[config.mk]
export PLATFORM = sky130hd
export DESIGN_NAME = ilv_sched
export DESIGN_NICKNAME = d
export VERILOG_FILES = /design/src/rtl/sched_pkg.sv /design/src/rtl/sched_dcnt.sv /design/src/rtl/sched_pdly.sv /design/src/rtl/sched_col.sv /design/src/rtl/ilv_sched.sv
export SDC_FILE = /design/constraint.sdc
export NUM_CORES = 1
export LEC_CHECK = 0
export BUFFER_PORTS_ARGS = -buffer_cell sky130_fd_sc_hd__clkbuf_2
export CORE_MARGIN = 8
export CORE_UTILIZATION = 56
export CTS_CLUSTER_DIAMETER = 30
export DETAILED_ROUTE_END_ITERATION = 6
export PLACE_DENSITY = 0.79
export RECOVER_POWER = 25
export SLEW_MARGIN = 20
export SYNTH_ARGS = -nofsm -noshare
export SYNTH_HDL_FRONTEND = slang
export SYNTH_SLANG_ARGS = --single-unit
[constraint.sdc]
create_clock -name clk_i -period 3.3 [get_ports clk_i]
set_input_delay 0.165 -clock clk_i [delete_from_list [all_inputs] [get_ports clk_i]]
set_output_delay 0.165 -clock clk_i [all_outputs]
set_load 0.05 [all_outputs]
[src/rtl/sched_pkg.sv]
package sched_pkg;
  typedef enum logic [1:0] {ROW_NOP = 2'd0, ROW_ACT = 2'd1} row_cmd_e;
  typedef enum logic [1:0] {COL_NOP = 2'd0, COL_RD = 2'd1, COL_WR = 2'd2, COL_WRA = 2'd3} col_cmd_e;
  typedef enum logic [1:0] {XC_NOP = 2'd0, XC_MSK = 2'd1, XC_PRE = 2'd2} xcol_cmd_e;
endpackage

[src/rtl/sched_dcnt.sv]
module sched_dcnt #(
  parameter int W = 8
) (
  input  logic         clk_i,
  input  logic         rst_ni,
  input  logic         load_i,
  input  logic [W-1:0] val_i,
  output logic         zero_o
);
  logic [W-1:0] cnt_q;

  always_ff @(posedge clk_i or negedge rst_ni) begin
    if (!rst_ni)            cnt_q <= '0;
    else if (load_i)        cnt_q <= val_i;
    else if (cnt_q != '0)   cnt_q <= cnt_q - 1'b1;
  end

  assign zero_o = (cnt_q == '0);
endmodule

[src/rtl/sched_pdly.sv]
module sched_pdly #(
  parameter int DLY = 4
) (
  input  logic clk_i,
  input  logic rst_ni,
  input  logic in_i,
  output logic out_o
);
  if (DLY == 1) begin : g_one
    logic q;
    always_ff @(posedge clk_i or negedge rst_ni) begin
      if (!rst_ni) q <= 1'b0;
      else         q <= in_i;
    end
    assign out_o = q;
  end else begin : g_sr
    logic [DLY-1:0] sr_q;
    always_ff @(posedge clk_i or negedge rst_ni) begin
      if (!rst_ni) sr_q <= '0;
      else         sr_q <= {sr_q[DLY-2:0], in_i};
    end
    assign out_o = sr_q[DLY-1];
  end
endmodule

[src/rtl/sched_col.sv]
module sched_col
  import sched_pkg::*;
#(
  parameter int BANK_W  = 4,
  parameter int COL_W   = 6,
  parameter int T_RCD   = 3,
  parameter int COL_GAP = 4,
  parameter int BUB_RW  = 4
) (
  input  logic              clk_i,
  input  logic              rst_ni,
  input  logic              start_i,
  input  logic              wr_i,
  input  logic [BANK_W-1:0] bank_i,
  input  logic [COL_W-1:0]  col0_i,
  input  logic [COL_W-1:0]  col1_i,
  output logic              free_o,
  output logic [1:0]        col_cmd_o,
  output logic [BANK_W-1:0] col_bank_o,
  output logic [COL_W-1:0]  col_addr_o,
  output logic [1:0]        xcol_cmd_o,
  output logic [BANK_W-1:0] xcol_bank_o
);
  localparam int CMAX = (T_RCD > COL_GAP) ? T_RCD : COL_GAP;
  localparam int CW   = $clog2(CMAX + 1);
  localparam int BW   = $clog2(BUB_RW + 2);
  localparam int SRW  = $clog2(BUB_RW + 3);

  typedef enum logic [1:0] {S_IDLE, S_WAIT, S_GAP} st_e;

  st_e               st_q;
  logic [CW-1:0]     cnt_q;
  logic              j_wr_q;
  logic [BANK_W-1:0] j_bank_q;
  logic [COL_W-1:0]  j_c0_q, j_c1_q;
  logic              rw_clear, fire1, fire2;

  // read-to-write turnaround, armed by a read's last column command
  sched_dcnt #(.W(BW)) u_rw_bub (
    .clk_i (clk_i), .rst_ni(rst_ni),
    .load_i(fire2 && !j_wr_q), .val_i(BW'(BUB_RW)), .zero_o(rw_clear)
  );

  assign fire1  = (st_q == S_WAIT) && (cnt_q == '0) && (!j_wr_q || rw_clear);
  assign fire2  = (st_q == S_GAP) && (cnt_q == '0);
  assign free_o = (st_q == S_IDLE) || fire2;

  always_ff @(posedge clk_i or negedge rst_ni) begin
    if (!rst_ni) begin
      st_q     <= S_IDLE;
      cnt_q    <= '0;
      j_wr_q   <= 1'b0;
      j_bank_q <= '0;
      j_c0_q   <= '0;
      j_c1_q   <= '0;
    end else if (start_i) begin
      st_q     <= S_WAIT;
      cnt_q    <= CW'(T_RCD - 1);
      j_wr_q   <= wr_i;
      j_bank_q <= bank_i;
      j_c0_q   <= col0_i;
      j_c1_q   <= col1_i;
    end else if (fire1) begin
      st_q  <= S_GAP;
      cnt_q <= CW'(COL_GAP - 1);
    end else if (fire2) begin
      st_q <= S_IDLE;
    end else if (cnt_q != '0) begin
      cnt_q <= cnt_q - 1'b1;
    end
  end

  always_comb begin
    col_cmd_o   = COL_NOP;
    col_bank_o  = '0;
    col_addr_o  = '0;
    xcol_cmd_o  = XC_NOP;
    xcol_bank_o = '0;
    if (fire1) begin
      col_cmd_o   = j_wr_q ? COL_WR : COL_RD;
      col_bank_o  = j_bank_q;
      col_addr_o  = j_c0_q;
      if (j_wr_q) begin
        xcol_cmd_o  = XC_MSK;
        xcol_bank_o = j_bank_q;
      end
    end else if (fire2) begin
      col_cmd_o   = j_wr_q ? COL_WRA : COL_RD;
      col_bank_o  = j_bank_q;
      col_addr_o  = j_c1_q;
      xcol_cmd_o  = j_wr_q ? XC_MSK : XC_PRE;
      xcol_bank_o = j_bank_q;
    end
  end

  // observation state for the checks below
  logic [1:0]     last_col_q;
  logic [SRW-1:0] since_rd_q;
  always_ff @(posedge clk_i or negedge rst_ni) begin
    if (!rst_ni) begin
      last_col_q <= COL_NOP;
      since_rd_q <= SRW'(BUB_RW + 1);
    end else begin
      if (col_cmd_o != COL_NOP) last_col_q <= col_cmd_o;
      if (col_cmd_o == COL_RD)  since_rd_q <= SRW'(1);
      else if (since_rd_q < SRW'(BUB_RW + 1)) since_rd_q <= since_rd_q + 1'b1;
    end
  end

  p_mask_pair_r5: assert property (@(posedge clk_i) disable iff (!rst_ni)
    (col_cmd_o == COL_WR || col_cmd_o == COL_WRA) |-> (xcol_cmd_o == XC_MSK && xcol_bank_o == col_bank_o));
  p_pre_on_rd_r6: assert property (@(posedge clk_i) disable iff (!rst_ni)
    (xcol_cmd_o == XC_PRE) |-> (col_cmd_o == COL_RD));
  p_wra_order_r4: assert property (@(posedge clk_i) disable iff (!rst_ni)
    (col_cmd_o == COL_WRA) |-> (last_col_q == COL_WR));
  p_rw_gap_r9: assert property (@(posedge clk_i) disable iff (!rst_ni)
    (col_cmd_o == COL_WR && last_col_q == COL_RD) |-> (since_rd_q >= SRW'(BUB_RW + 1)));
endmodule

[src/rtl/ilv_sched.sv]
module ilv_sched
  import sched_pkg::*;
#(
  parameter int BANK_W    = 4,
  parameter int ROW_W     = 9,
  parameter int COL_W     = 6,
  parameter int BASE_BANK = 0,
  parameter int T_RR      = 8,
  parameter int T_RCD     = 3,
  parameter int COL_GAP   = 4,
  parameter int T_CWD     = 6,
  parameter int T_CAC     = 8,
  parameter int BUB_RW    = 4,
  parameter int BUB_WR    = 2
) (
  input  logic              clk_i,
  input  logic              rst_ni,
  input  logic              req_valid_i,
  input  logic              req_wr_i,
  input  logic [ROW_W-1:0]  req_row_i,
  input  logic [COL_W-1:0]  req_col0_i,
  input  logic [COL_W-1:0]  req_col1_i,
  output logic              req_ready_o,
  output logic [1:0]        row_cmd_o,
  output logic [BANK_W-1:0] row_bank_o,
  output logic [ROW_W-1:0]  row_addr_o,
  output logic [1:0]        col_cmd_o,
  output logic [BANK_W-1:0] col_bank_o,
  output logic [COL_W-1:0]  col_addr_o,
  output logic [1:0]        xcol_cmd_o,
  output logic [BANK_W-1:0] xcol_bank_o,
  output logic              wdata_slot_o,
  output logic              rdata_slot_o
);
  localparam int ROT = 4;
  localparam int T_RC = ROT * T_RR;
  localparam int TW  = $clog2(T_RC + BUB_WR + 1);
  localparam int SAT = T_RR + BUB_WR;
  localparam int SAW = $clog2(SAT + 2);

  logic [1:0]        slot_q;
  logic [BANK_W-1:0] tgt_bank;
  logic [ROT-1:0]    bank_free;
  logic              rr_zero, wr_rd_zero, col_free, accept;

  assign tgt_bank = BANK_W'(BASE_BANK + 2 * int'(slot_q));
  assign accept   = req_valid_i && req_ready_o;

  for (genvar g = 0; g < ROT; g++) begin : g_trc
    sched_dcnt #(.W(TW)) u_trc (
      .clk_i (clk_i), .rst_ni(rst_ni),
      .load_i(accept && slot_q == 2'(g)), .val_i(TW'(T_RC - 1)), .zero_o(bank_free[g])
    );
  end

  sched_dcnt #(.W(TW)) u_rr (
    .clk_i(clk_i), .rst_ni(rst_ni),
    .load_i(accept), .val_i(TW'(T_RR - 1)), .zero_o(rr_zero)
  );

  // write-to-read row turnaround
  sched_dcnt #(.W(TW)) u_wr_bub (
    .clk_i(clk_i), .rst_ni(rst_ni),
    .load_i(accept && req_wr_i), .val_i(TW'(T_RR + BUB_WR - 1)), .zero_o(wr_rd_zero)
  );

  assign req_ready_o = rr_zero && bank_free[slot_q] && (req_wr_i || wr_rd_zero) && col_free;

  always_ff @(posedge clk_i or negedge rst_ni) begin
    if (!rst_ni)     slot_q <= '0;
    else if (accept) slot_q <= slot_q + 1'b1;
  end

  assign row_cmd_o  = accept ? ROW_ACT : ROW_NOP;
  assign row_bank_o = accept ? tgt_bank : '0;
  assign row_addr_o = accept ? req_row_i : '0;

  sched_col #(
    .BANK_W(BANK_W), .COL_W(COL_W), .T_RCD(T_RCD), .COL_GAP(COL_GAP), .BUB_RW(BUB_RW)
  ) u_col (
    .clk_i      (clk_i),
    .rst_ni     (rst_ni),
    .start_i    (accept),
    .wr_i       (req_wr_i),
    .bank_i     (tgt_bank),
    .col0_i     (req_col0_i),
    .col1_i     (req_col1_i),
    .free_o     (col_free),
    .col_cmd_o  (col_cmd_o),
    .col_bank_o (col_bank_o),
    .col_addr_o (col_addr_o),
    .xcol_cmd_o (xcol_cmd_o),
    .xcol_bank_o(xcol_bank_o)
  );

  sched_pdly #(.DLY(T_CWD)) u_wdly (
    .clk_i(clk_i), .rst_ni(rst_ni),
    .in_i(col_cmd_o == COL_WR || col_cmd_o == COL_WRA), .out_o(wdata_slot_o)
  );
  sched_pdly #(.DLY(T_CAC)) u_rdly (
    .clk_i(clk_i), .rst_ni(rst_ni),
    .in_i(col_cmd_o == COL_RD), .out_o(rdata_slot_o)
  );

  // observation state for the checks below
  logic [SAW-1:0] since_act_q;
  logic           last_act_wr_q;
  always_ff @(posedge clk_i or negedge rst_ni) begin
    if (!rst_ni) begin
      since_act_q   <= SAW'(SAT);
      last_act_wr_q <= 1'b0;
    end else if (row_cmd_o == ROW_ACT) begin
      since_act_q   <= SAW'(1);
      last_act_wr_q <= req_wr_i;
    end else if (since_act_q < SAW'(SAT)) begin
      since_act_q <= since_act_q + 1'b1;
    end
  end

  p_act_gap_r2: assert property (@(posedge clk_i) disable iff (!rst_ni)
    (row_cmd_o == ROW_ACT) |-> (since_act_q >= SAW'(T_RR)));
  p_rd_after_wr_r10: assert property (@(posedge clk_i) disable iff (!rst_ni)
    (row_cmd_o == ROW_ACT && !req_wr_i && last_act_wr_q) |-> (since_act_q >= SAW'(SAT)));
  p_bank_parity_r1: assert property (@(posedge clk_i) disable iff (!rst_ni)
    (row_cmd_o == ROW_ACT) |-> (row_bank_o[0] == 1'(BASE_BANK % 2)));
  p_row_enc_r6: assert property (@(posedge clk_i) disable iff (!rst_ni)
    (row_cmd_o == ROW_NOP || row_cmd_o == ROW_ACT));
endmodule

==> flow_summary.toml, run 1 <==
[timing]
drv_slew = 76
min_period_over_period_pct = 94.4
finalSetupTns_ns = 0
finalHoldViolCount = 0
fmax_mhz = 321
relSlewSlack_pct = -17.7
setup_viol = 0
min_period_ns = 3.12
unrepaired_setup_endpoints_after_global_routing = "no"
setup_ws_ns = 0.185
clock_skew_ns = 0.0114
worst_slew_pin_slew_ns = 1.77

[logic_synthesis]
synth_edf_count = 0
synth.yosys.warnings = 0
synth.ff_latch_count = 75
synthFlopType = "dfrtp_1"
synth.yosys.seq_area_share_pct = 50.0
post_synthesis_instance_total = 336
number_of_library_cell_types_mapped_by_synthesis = 45
syn-cell-area_mm2 = 0.00376
synthArstFlopShare_pct = 100
post_synthesis_average_cell_area_um2 = 11.2

[worst_setup_path]
r2r-start = "g_trc[1].u_trc.cnt_q[4]"
worstPathMaxFanout = 12
cp_data_arrival_time_ns = 2.95
critical_path.reg2reg.endpoint = "u_col.j_wr_q"
ff_to_ff_setup_slack_ns = 0.50
worst-endpoint-required_ns = 3.13
worst_setup_path_start_kind = "flip-flop"
timing.critical_path.to_type = "output port"
worst-r2r-cell-count = 6
critPathKind = "reg -> out"

[routing]
drt_first_pass_iters = 4
num_vias = 2560
drt_wl_total_um = 6930
drt_iter0_drc = 74
final_antenna_net_count = 0
drcViolationCount = 0
via_per_inst = 5.38
routed_wire_length_per_instance_um = 14.5

[place]
post-dp-hpwl_um = 5040
placed_cell_area_mm2 = 0.00422
portBuffers = 53
gp_congestion = 0.741
dpl_worst_slack_ns = 0.501

[global_route]
grt_start_max_net_pins = 76
grt_usage_pct = 15.6
antenna_found_initial = 0
grt-ovfl-total = 0
first_global_vias = 2697
grt_pass1_wl_um = 12300

[cells_and_area]
fin_nets = 435
utilization_pct = 66.5
layout.cell_area.non_filler_mm2 = 0.00442
flow.area_growth_from_synthesis_pct = 17.6
final_layout_size_suffix_gt1_share_pct = 24.0
antennaDiodeCount = 0

[floorplanning]
die-width_um = 97.9
initial_core_utilization_pct = 56.5
floorplan.io_pins = 61
floorplan.die.height_um = 97.9
placement_rows = 30
die-area_mm2 = 0.00958
core_ar_mm2 = 0.00664

[clock_tree]
cts_setup_buffers = 0
cts_htree_levels = 3
holdBufCountCts = 0
cts-root-to-sink-buffers = 2
cts-buffers-inserted = 9
post_cts_resize_count = 0
tritoncts = "built"
clk_latency_ns = 0.34
clockRootBuffer = "clkbuf_8"
cts.reportedPaths.clkPinSlew_ns = 0.08
cts.sinks = 75

[min_path]
hold_path_class = "in -> reg"
timing.hold.worst.start = "req_col0_i[2]"
hold_path_end = "u_col.j_c0_q[2]"
worst_hold_path.num_cells = 2

[outcome]
run_status = "finished, violations left"
failing_checks = "max-capacitance violations, max-slew violations"

[power]
power-per-cell-area_mw_per_mm2 = 788
power.leakage_nw = 2.24
worst_ir_drop_vdd_uv = 344
power.total_mw = 3.48

[job]
max_cap_viol_count = 1
worst max-delay path, cell delays in order, from the launching register on:
cell and delay [ns]:
dfrtp_1 0.39, or3_4 0.40, or3b_1 0.47, mux4_2 0.54, nor3b_1 0.28, buf_4 0.21
and2_1 0.18, buf_12 0.15
metrics by stage:
stage | instances | hold WS [ns]
2_1_floorplan | 342 | -0.131
3_3_place_gp | 460 | 0.334
3_5_place_dp | 460 | 0.335
4_1_cts | 476 | 0.0208
5_1_grt | 476 | 0.0204
6_report | 476 | 0.0336
cells by family (layout without fill, tap and decap cells):
| kind of cell | count (synthesis) | in the layout | synth area share, % |
|---|---|---|---|
| compound gates | 60 | 60 | 11.3 |
| xor+xnor | 24 | 24 | 5.60 |
| simple gates | 93 | 93 | 13.2 |
| other cells | 1 | 7 | 0.0998 |
| fa+ha+maj | 19 | 19 | 6.33 |
| mux | 19 | 19 | 6.93 |
| flops | 75 | 75 | 50.0 |
| buf+inv | 45 | 99 | 6.60 |
synth_stat cells (all sizes together), types with 10 or more instances:
cell | instances | area [um2]
a21o | 12 | 90.1
buf | 19 | 150
mux2 | 16 | 218
dfrtp | 75 | 1880
a22o | 14 | 123
a21oi | 15 | 75.1
nor3 | 17 | 85.1
ha | 19 | 238
nor2 | 18 | 67.6
nand2 | 14 | 52.6
inv | 23 | 86.3
xor2 | 10 | 87.6
and2 | 13 | 81.3
xnor2 | 14 | 123
sequential cells by signal (all words and copies together), names as in the netlist:
signal,flops
u_wdly.g_sr.sr_q,6
u_wr_bub.cnt_q,6
u_col.st_q,2
slot_q,2
u_col.j_wr_q,1
g_trc.u_trc.cnt_q,24
u_col.j_c1_q,6
u_col.cnt_q,3
u_col.j_bank_q,2
u_rdly.g_sr.sr_q,8
u_col.u_rw_bub.cnt_q,3
u_col.j_c0_q,6
u_rr.cnt_q,6
worst max path at each step:
stage | cells after the start | endpoint | start
after detailed placement | 6 | u_col.j_wr_q | g_trc[1].u_trc.cnt_q[4]
after global placement | 6 | slot_q[1] | g_trc[1].u_trc.cnt_q[4]
after floorplan | 9 | col_cmd_o[0] | u_col.cnt_q[0]
final | 7 | row_addr_o[8] | g_trc[1].u_trc.cnt_q[4]
after CTS | 7 | row_addr_o[8] | g_trc[1].u_trc.cnt_q[4]
after global routing | 7 | row_addr_o[7] | g_trc[1].u_trc.cnt_q[4]
cell type report:
type                       count  area (um2)
multi-input combinational    222        1660
timing repair buffer          60         493
sequential                    75        1880
tap                           80         100
clock buffer                  11         141
fill                         507        2230
inverter                      23        86.3
clock inverter                 5        60.1
power by group:
group | switching (mW) | total, mW | leakage [nW] | internal, mW
clock network | 0.333 | 0.708 | 0.100 | 0.374
logic | 0.659 | 1.28 | 1.19 | 0.617
registers | 0.253 | 1.50 | 0.945 | 1.25
total | 1.25 | 3.48 | 2.24 | 2.24
placed cells by master (no fill, tap or decap), types with 12 or more instances in the layout:
master / instances
nand2_1: 14
and2_1: 13
nor3_1: 17
nor2_1: 18
clkbuf_2: 42
inv_1: 23
a21o_1: 12
dfrtp_1: 75
a22o_1: 14
xnor2_1: 14
a21oi_1: 15
ha_1: 19
buf_12: 12
per-layer routing:
metal	global-route usage [%]	vias to the layer above	wire length [um]
met3	6.69	11	473
met5	0	-	0
met4	6.47	0	105
met2	25.4	64	3360
met1	17.5	1249	2980
li1	-	1236	-
No activity file was read; power rests on OpenSTA's default activity.
==> inputs of run 2 (changes only) <==
--- a/config.mk
+++ b/config.mk
@@ -7,12 +7,13 @@
 export LEC_CHECK = 0
 export BUFFER_PORTS_ARGS = -buffer_cell sky130_fd_sc_hd__clkbuf_2
 export CORE_MARGIN = 8
-export CORE_UTILIZATION = 56
+export CORE_UTILIZATION = 58
 export CTS_CLUSTER_DIAMETER = 30
 export DETAILED_ROUTE_END_ITERATION = 6
-export PLACE_DENSITY = 0.79
+export PLACE_DENSITY = 0.8
 export RECOVER_POWER = 25
 export SLEW_MARGIN = 20
 export SYNTH_ARGS = -nofsm -noshare
 export SYNTH_HDL_FRONTEND = slang
+export SYNTH_HIERARCHICAL = 1
 export SYNTH_SLANG_ARGS = --single-unit
==> flow_summary.toml, run 2 <==
[floorplanning]
floorplan.io_pins = 61
die-width_um = 104
die-area_mm2 = 0.0107
initial_core_utilization_pct = 58.8
floorplan.die.height_um = 104
placement_rows = 32
core_ar_mm2 = 0.00757

[min_path]
worst_hold_path.num_cells = 2
hold_path_class = "in -> reg"

[logic_synthesis]
post_synthesis_average_cell_area_um2 = 10.7
synth.most_common_cell = "dfrtp_1"
synth.ff_latch_count = 77
synthTopCellsByCount = "dfrtp_1 (77), inv_1 (34), nor2_1 (28)"
synthFlopType = "dfrtp_1"
synth.yosys.warnings = 6
synthArstFlopShare_pct = 100
syn-cell-area_mm2 = 0.00445
synth.top_cell.area_share_pct = 43.3
yosys-top-cells-area = "dfrtp_1 (43%), ha_1 (5.6%), mux2_2 (4.6%)"
synth_edf_count = 0
number_of_library_cell_types_mapped_by_synthesis = 52
synth_top_area_cell = "dfrtp_1"
post_synthesis_instance_total = 414
synth.yosys.seq_area_share_pct = 43.3

[timing]
min_period_ns = 3.00
clock_skew_ns = 0.0162
unrepaired_setup_endpoints_after_global_routing = "no"
min_period_over_period_pct = 91.0
drv_slew = 0
relSlewSlack_pct = 2.43
hold_slack_ns = 0.0382
worst_slew_pin_slew_ns = 1.46
setup_ws_ns = 0.297
setup_viol = 0
finalSetupTns_ns = 0
finalHoldViolCount = 0
fmax_mhz = 333

[power]
power.total_mw = 1.80
worst_ir_drop_vdd_uv = 280
p_seq_share_pct = 54.5
internal_power_mw = 1.31
swShare_pct = 27.0
power-per-cell-area_mw_per_mm2 = 355
p_switching_mw = 0.484
combPwrFrac_pct = 7.5
clock_power_share_pct = 38.0
power.leakage_nw = 2.51

[outcome]
run_status = "finished, final reports clean"

[global_route]
grt_usage_pct = 16.5
antenna_found_initial = 0
grt-ovfl-total = 0
first_global_vias = 3352
grt_pass1_wl_um = 15000
grt_start_max_net_pins = 78

[routing]
drt_first_pass_iters = 4
drcViolationCount = 0
num_vias = 3183
via_per_inst = 5.24
drt_iter0_drc = 88
drt_wl_total_um = 8530
final_antenna_net_count = 0
routed_wire_length_per_instance_um = 14.0

[place]
gp_congestion = 0.837
placed_cells = 590
placed_cell_area_mm2 = 0.00486
portBuffers = 57
post-dp-hpwl_um = 6120
dpl_worst_slack_ns = 0.668

[clock_tree]
cts-buffers-inserted = 9
tritoncts = "built"
cts.sinks = 77
clockRootBuffer = "clkbuf_8"
clk_latency_ns = 0.36
cts.reportedPaths.clkPinSlew_ns = 0.09
holdBufCountCts = 1
cts_setup_buffers = 0
post_cts_resize_count = 0
cts-root-to-sink-buffers = 2
cts_htree_levels = 3

[cells_and_area]
fin_nets = 546
antennaDiodeCount = 0
utilization_pct = 66.8
layout.cells.most_common = "dfrtp_1"
flow.area_growth_from_synthesis_pct = 13.6
layout.cell_area.non_filler_mm2 = 0.00505
reg.largest.list = "g_trc.u_trc/cnt_q x24, u_rdly/g_sr.sr_q x8"
final_cells = 608
largest_register_ff_count = 24
max_flop_register = "g_trc.u_trc/cnt_q"
final_layout_size_suffix_gt1_share_pct = 28.1
final_cell_mix = "dfrtp_1 (77), clkbuf_2 (57), conb_1 (44)"
nFillCells = 591

[worst_setup_path]
critPathKind = "reg -> out"
worst_setup_path_start_kind = "flip-flop"
cp_data_arrival_time_ns = 2.84
worst-endpoint-required_ns = 3.13
timing.critical_path.to_type = "output port"
worstPathMaxFanout = 40
worst-r2r-cell-count = 11

[job]
max_cap_viol_count = 0
-- run 2: cell types whose count changed after synthesis, moves of 10 or more --
cell,delta
o31ai_1,+18
nor3_1,-16
mux2_2,+15
inv_1,+11
nand2_1,+11
a21o_1,-10
and2_1,-10
mux2_4,-10
nor2_1,+10
xor2_1,-10
-- run 2: area by class of cell --
class	instances	area, um2	share of cell area, %
clock buffer	9	124	2.45
clock inverter	7	63.8	1.26
inverter	35	131	2.60
multi-input combinational	318	2370	47.0
sequential	77	1930	38.1
tap	102	128	2.52
timing repair buffer	60	307	6.06
-- run 2: power by group through the flow --
stage | registers (mW) | logic, mW | clock network [mW]
finish | 0.978 | 0.135 | 0.682
global route | 0.981 | 0.157 | 0.737
CTS | 0.978 | 0.136 | 0.705
detailed placement | 0.996 | 0.135 | 0
global placement | 0.995 | 0.129 | 0
floorplan | 0.992 | 0.0915 | 0
-- run 2: worst paths after layout --
| path | start | slack (ns) | endpoint |
|---|---|---|---|
| min reg2reg | u_wdly/g_sr.sr_q[2] | 0.34 | u_wdly/g_sr.sr_q[3] |
| max reg2reg | u_col/cnt_q[0] | 0.63 | u_wr_bub/cnt_q[1] |
| max in group asynchronous | rst_ni | 0.89 | g_trc[2].u_trc/cnt_q[5] |
| min in group asynchronous | rst_ni | 0.46 | g_trc[0].u_trc/cnt_q[5] |
| min | req_col1_i[3] | 0.04 | u_col/j_c1_q[3] |
| max | u_col/cnt_q[0] | 0.30 | row_cmd_o[0] |
-- run 2: critical path, cell delays in order (launching register included) --
cell and delay (ns):
dfrtp_1 0.40, inv_1 0.06, ha_1 0.14, ha_1 0.31, inv_2 0.16, a21oi_1 0.24
o2111a_1 0.33, and2_4 0.47, clkbuf_2 0.36
-- run 2: cells by family (layout without fill, tap and decap cells) --
kind of cell	after synthesis	count (layout)	synth area share, %
DFF	77	77	43.3
muxes	26	26	6.64
AOI/OAI and AO/OA	73	73	14.3
and+or+nand+nor	136	136	19.3
other	4	44	0.337
adders and majority gates	20	20	5.62
xor gates and xnor gates	19	19	3.74
buffers and inverters	59	111	6.69
-- run 2: per-layer routing --
layer | part of all wire, % | wire (um) | GRT usage, % | vias up
met4 | 1.5 | 128 | 6.51 | 0
li1 | - | - | - | 1573
met2 | 48 | 4110 | 27.3 | 68
met3 | 6.0 | 516 | 5.45 | 15
met1 | 44 | 3780 | 19.3 | 1527
met5 | 0 | 0 | 0 | -
==> inputs of run 3 (changes only) <==
--- a/config.mk
+++ b/config.mk
@@ -6,11 +6,13 @@
 export NUM_CORES = 1
 export LEC_CHECK = 0
 export BUFFER_PORTS_ARGS = -buffer_cell sky130_fd_sc_hd__clkbuf_2
+export CORE_ASPECT_RATIO = 1.1
 export CORE_MARGIN = 8
-export CORE_UTILIZATION = 58
+export CORE_UTILIZATION = 52
 export CTS_CLUSTER_DIAMETER = 30
 export DETAILED_ROUTE_END_ITERATION = 6
-export PLACE_DENSITY = 0.8
+export GPL_ROUTABILITY_DRIVEN = 0
+export PLACE_DENSITY = 0.76
 export RECOVER_POWER = 25
 export SLEW_MARGIN = 20
 export SYNTH_ARGS = -nofsm -noshare
==> constraint.sdc (replaced) <==
create_clock -name clk_i -period 2.75 [get_ports clk_i]
set_input_delay 0.1375 -clock clk_i [delete_from_list [all_inputs] [get_ports clk_i]]
set_output_delay 0.1375 -clock clk_i [all_outputs]
set_load 0.05 [all_outputs]
==> flow_summary.toml, run 3 (same netlist as run 2, synthesis figures left out) <==
[outcome]
run_status = "finished, violations left"
failing_checks = "max-capacitance violations, max-slew violations"

[power]
internal_power_mw = 1.79
worst_ir_drop_vdd_uv = 460
power-per-cell-area_mw_per_mm2 = 444
swShare_pct = 22.7
power.total_mw = 2.32
p_seq_share_pct = 50.5
combPwrFrac_pct = 7.4
clock_power_share_pct = 42.1
p_switching_mw = 0.527
power.leakage_nw = 2.58

[global_route]
grt_start_max_net_pins = 78
antenna_found_initial = 0
grt_pass1_wl_um = 15100
first_global_vias = 3269
grt_usage_pct = 15.6
grt-ovfl-total = 0

[clock_tree]
clk_latency_ns = 0.35
cts-root-to-sink-buffers = 2
cts.sinks = 77
cts-buffers-inserted = 9
clockRootBuffer = "clkbuf_8"
cts_htree_levels = 3
tritoncts = "built"
cts.reportedPaths.clkPinSlew_ns = 0.08

[floorplanning]
die-area_mm2 = 0.0118
placement_rows = 35
floorplan.die.height_um = 113
floorplan.io_pins = 61
die-width_um = 104
core_ar_mm2 = 0.00836
initial_core_utilization_pct = 53.2

[timing]
hold_slack_ns = 0.0199
clock_skew_ns = 0.00812
finalSetupTns_ns = 0
min_period_ns = 2.59
min_period_over_period_pct = 94.2
drv_slew = 78
fmax_mhz = 386
finalHoldViolCount = 0
relSlewSlack_pct = -26.2
unrepaired_setup_endpoints_after_global_routing = "no"
setup_viol = 0
worst_slew_pin_slew_ns = 1.89

[routing]
drt_wl_total_um = 8850
num_vias = 3200
final_antenna_net_count = 0
drt_first_pass_iters = 4
drcViolationCount = 0
via_per_inst = 5.10
drt_iter0_drc = 83
routed_wire_length_per_instance_um = 14.1

[worst_setup_path]
worst_setup_path_start_kind = "flip-flop"
cp_data_arrival_time_ns = 2.45
worst-endpoint-required_ns = 2.61
ff_to_ff_setup_slack_ns = 0.23
path_cells = "nor4_2, and2_4, o2111a_1, and2_4, buf_4, clkbuf_4"
slowest_delay_ns = 0.44
path_delay_family = "simple AND/OR/NAND/NOR gates"
worst_path_max_delay_cell = "dfrtp_1"
timing.critical_path.to_type = "output port"
worst_path_most_repeated_cell = "and2_4"
worstPathMaxFanout = 14
critPathKind = "reg -> out"
critical_path_buf_inv_count = 2

[min_path]
hold_path_class = "in -> reg"

[place]
portBuffers = 57
post-dp-hpwl_um = 6400
placed_cell_area_mm2 = 0.00491

[cells_and_area]
nFillCells = 680
final_cell_mix = "dfrtp_1 (77), clkbuf_2 (56), conb_1 (44)"
layout.cells.most_common = "dfrtp_1"
final_layout_size_suffix_gt1_share_pct = 28.5
largest_register_ff_count = 24
layout.cell_area.non_filler_mm2 = 0.00522
max_flop_register = "g_trc.u_trc/cnt_q"
reg.largest.list = "g_trc.u_trc/cnt_q x24, u_rdly/g_sr.sr_q x8"
fin_nets = 556
flow.area_growth_from_synthesis_pct = 17.4
antennaDiodeCount = 0

[job]
max_cap_viol_count = 1
## run 3: changes by cell type in the layout (fill, tap and decap cells not counted), moves of 2 or more
cell | before | now
dlygate4sd3_1 | 1 | 7
buf_4 | 1 | 5
bufinv_16 | 0 | 2
clkbuf_8 | 9 | 11
inv_6 | 2 | 0
inv_8 | 2 | 0
## run 3: power by group through the flow
stage               registers [mW]  clock network, mW  logic [mW]
floorplan                     1.19                  0       0.110
global placement              1.19                  0       0.159
detailed placement            1.19                  0       0.165
CTS                           1.17               1.01       0.173
global route                  1.18               1.05       0.197
finish                        1.17              0.976       0.171
## run 3: cell type report
| class | count | area [um2] | share of cell area, % |
|---|---|---|---|
| inverter | 35 | 131 | 2.52 |
| tap | 111 | 139 | 2.66 |
| clock buffer | 13 | 159 | 3.04 |
| sequential | 77 | 1930 | 36.9 |
| clock inverter | 3 | 67.6 | 1.29 |
| multi-input combinational | 318 | 2380 | 45.6 |
| timing repair buffer | 70 | 415 | 7.96 |
## run 3: repair_timing
action | in CTS | in global routing
setup endpoints to repair | 1 | 3
resized for setup | 0 | 3
endpoints found under the hold margin | 83 | 0
hold buffers | 7 | 0
setup buffers | 1 | 0
## run 3: metal layers
layer / global-route usage [%] / routed length, um / part of all wire, % / vias up
met2: 25.5 / 4120 / 47 / 75
met4: 6.57 / 141 / 1.6 / 0
met1: 18.9 / 4130 / 47 / 1519
met5: 0 / 0 / 0 / -
met3: 4.55 / 451 / 5.1 / 10
li1: - / - / - / 1596
## run 3: path summary, 6_finish.rpt
| path | start | endpoint | depth (start not counted) |
|---|---|---|---|
| hold reg to reg | u_rdly/g_sr.sr_q[1] | u_rdly/g_sr.sr_q[2] | 0 |
| setup reg to reg | g_trc[0].u_trc/cnt_q[4] | g_trc[3].u_trc/cnt_q[0] | 7 |
| min in group asynchronous | rst_ni | g_trc[0].u_trc/cnt_q[3] | 2 |
| max in group asynchronous | rst_ni | u_wdly/g_sr.sr_q[1] | 2 |
| hold / removal | req_col1_i[3] | u_col/j_c1_q[3] | 2 |
| setup / recovery | u_wr_bub/cnt_q[4] | row_cmd_o[0] | 6 |
## run 3: metrics by stage
step | std cells | util, % | setup WS (ns)
2_1_floorplan | 454 | - | 0.332
3_3_place_gp | 603 | 58.8 | 0.275
3_5_place_dp | 603 | 58.8 | 0.211
4_1_cts | 627 | 62.4 | 0.0139
5_1_grt | 627 | 62.4 | 0.0114
6_report | 627 | 62.4 | 0.159
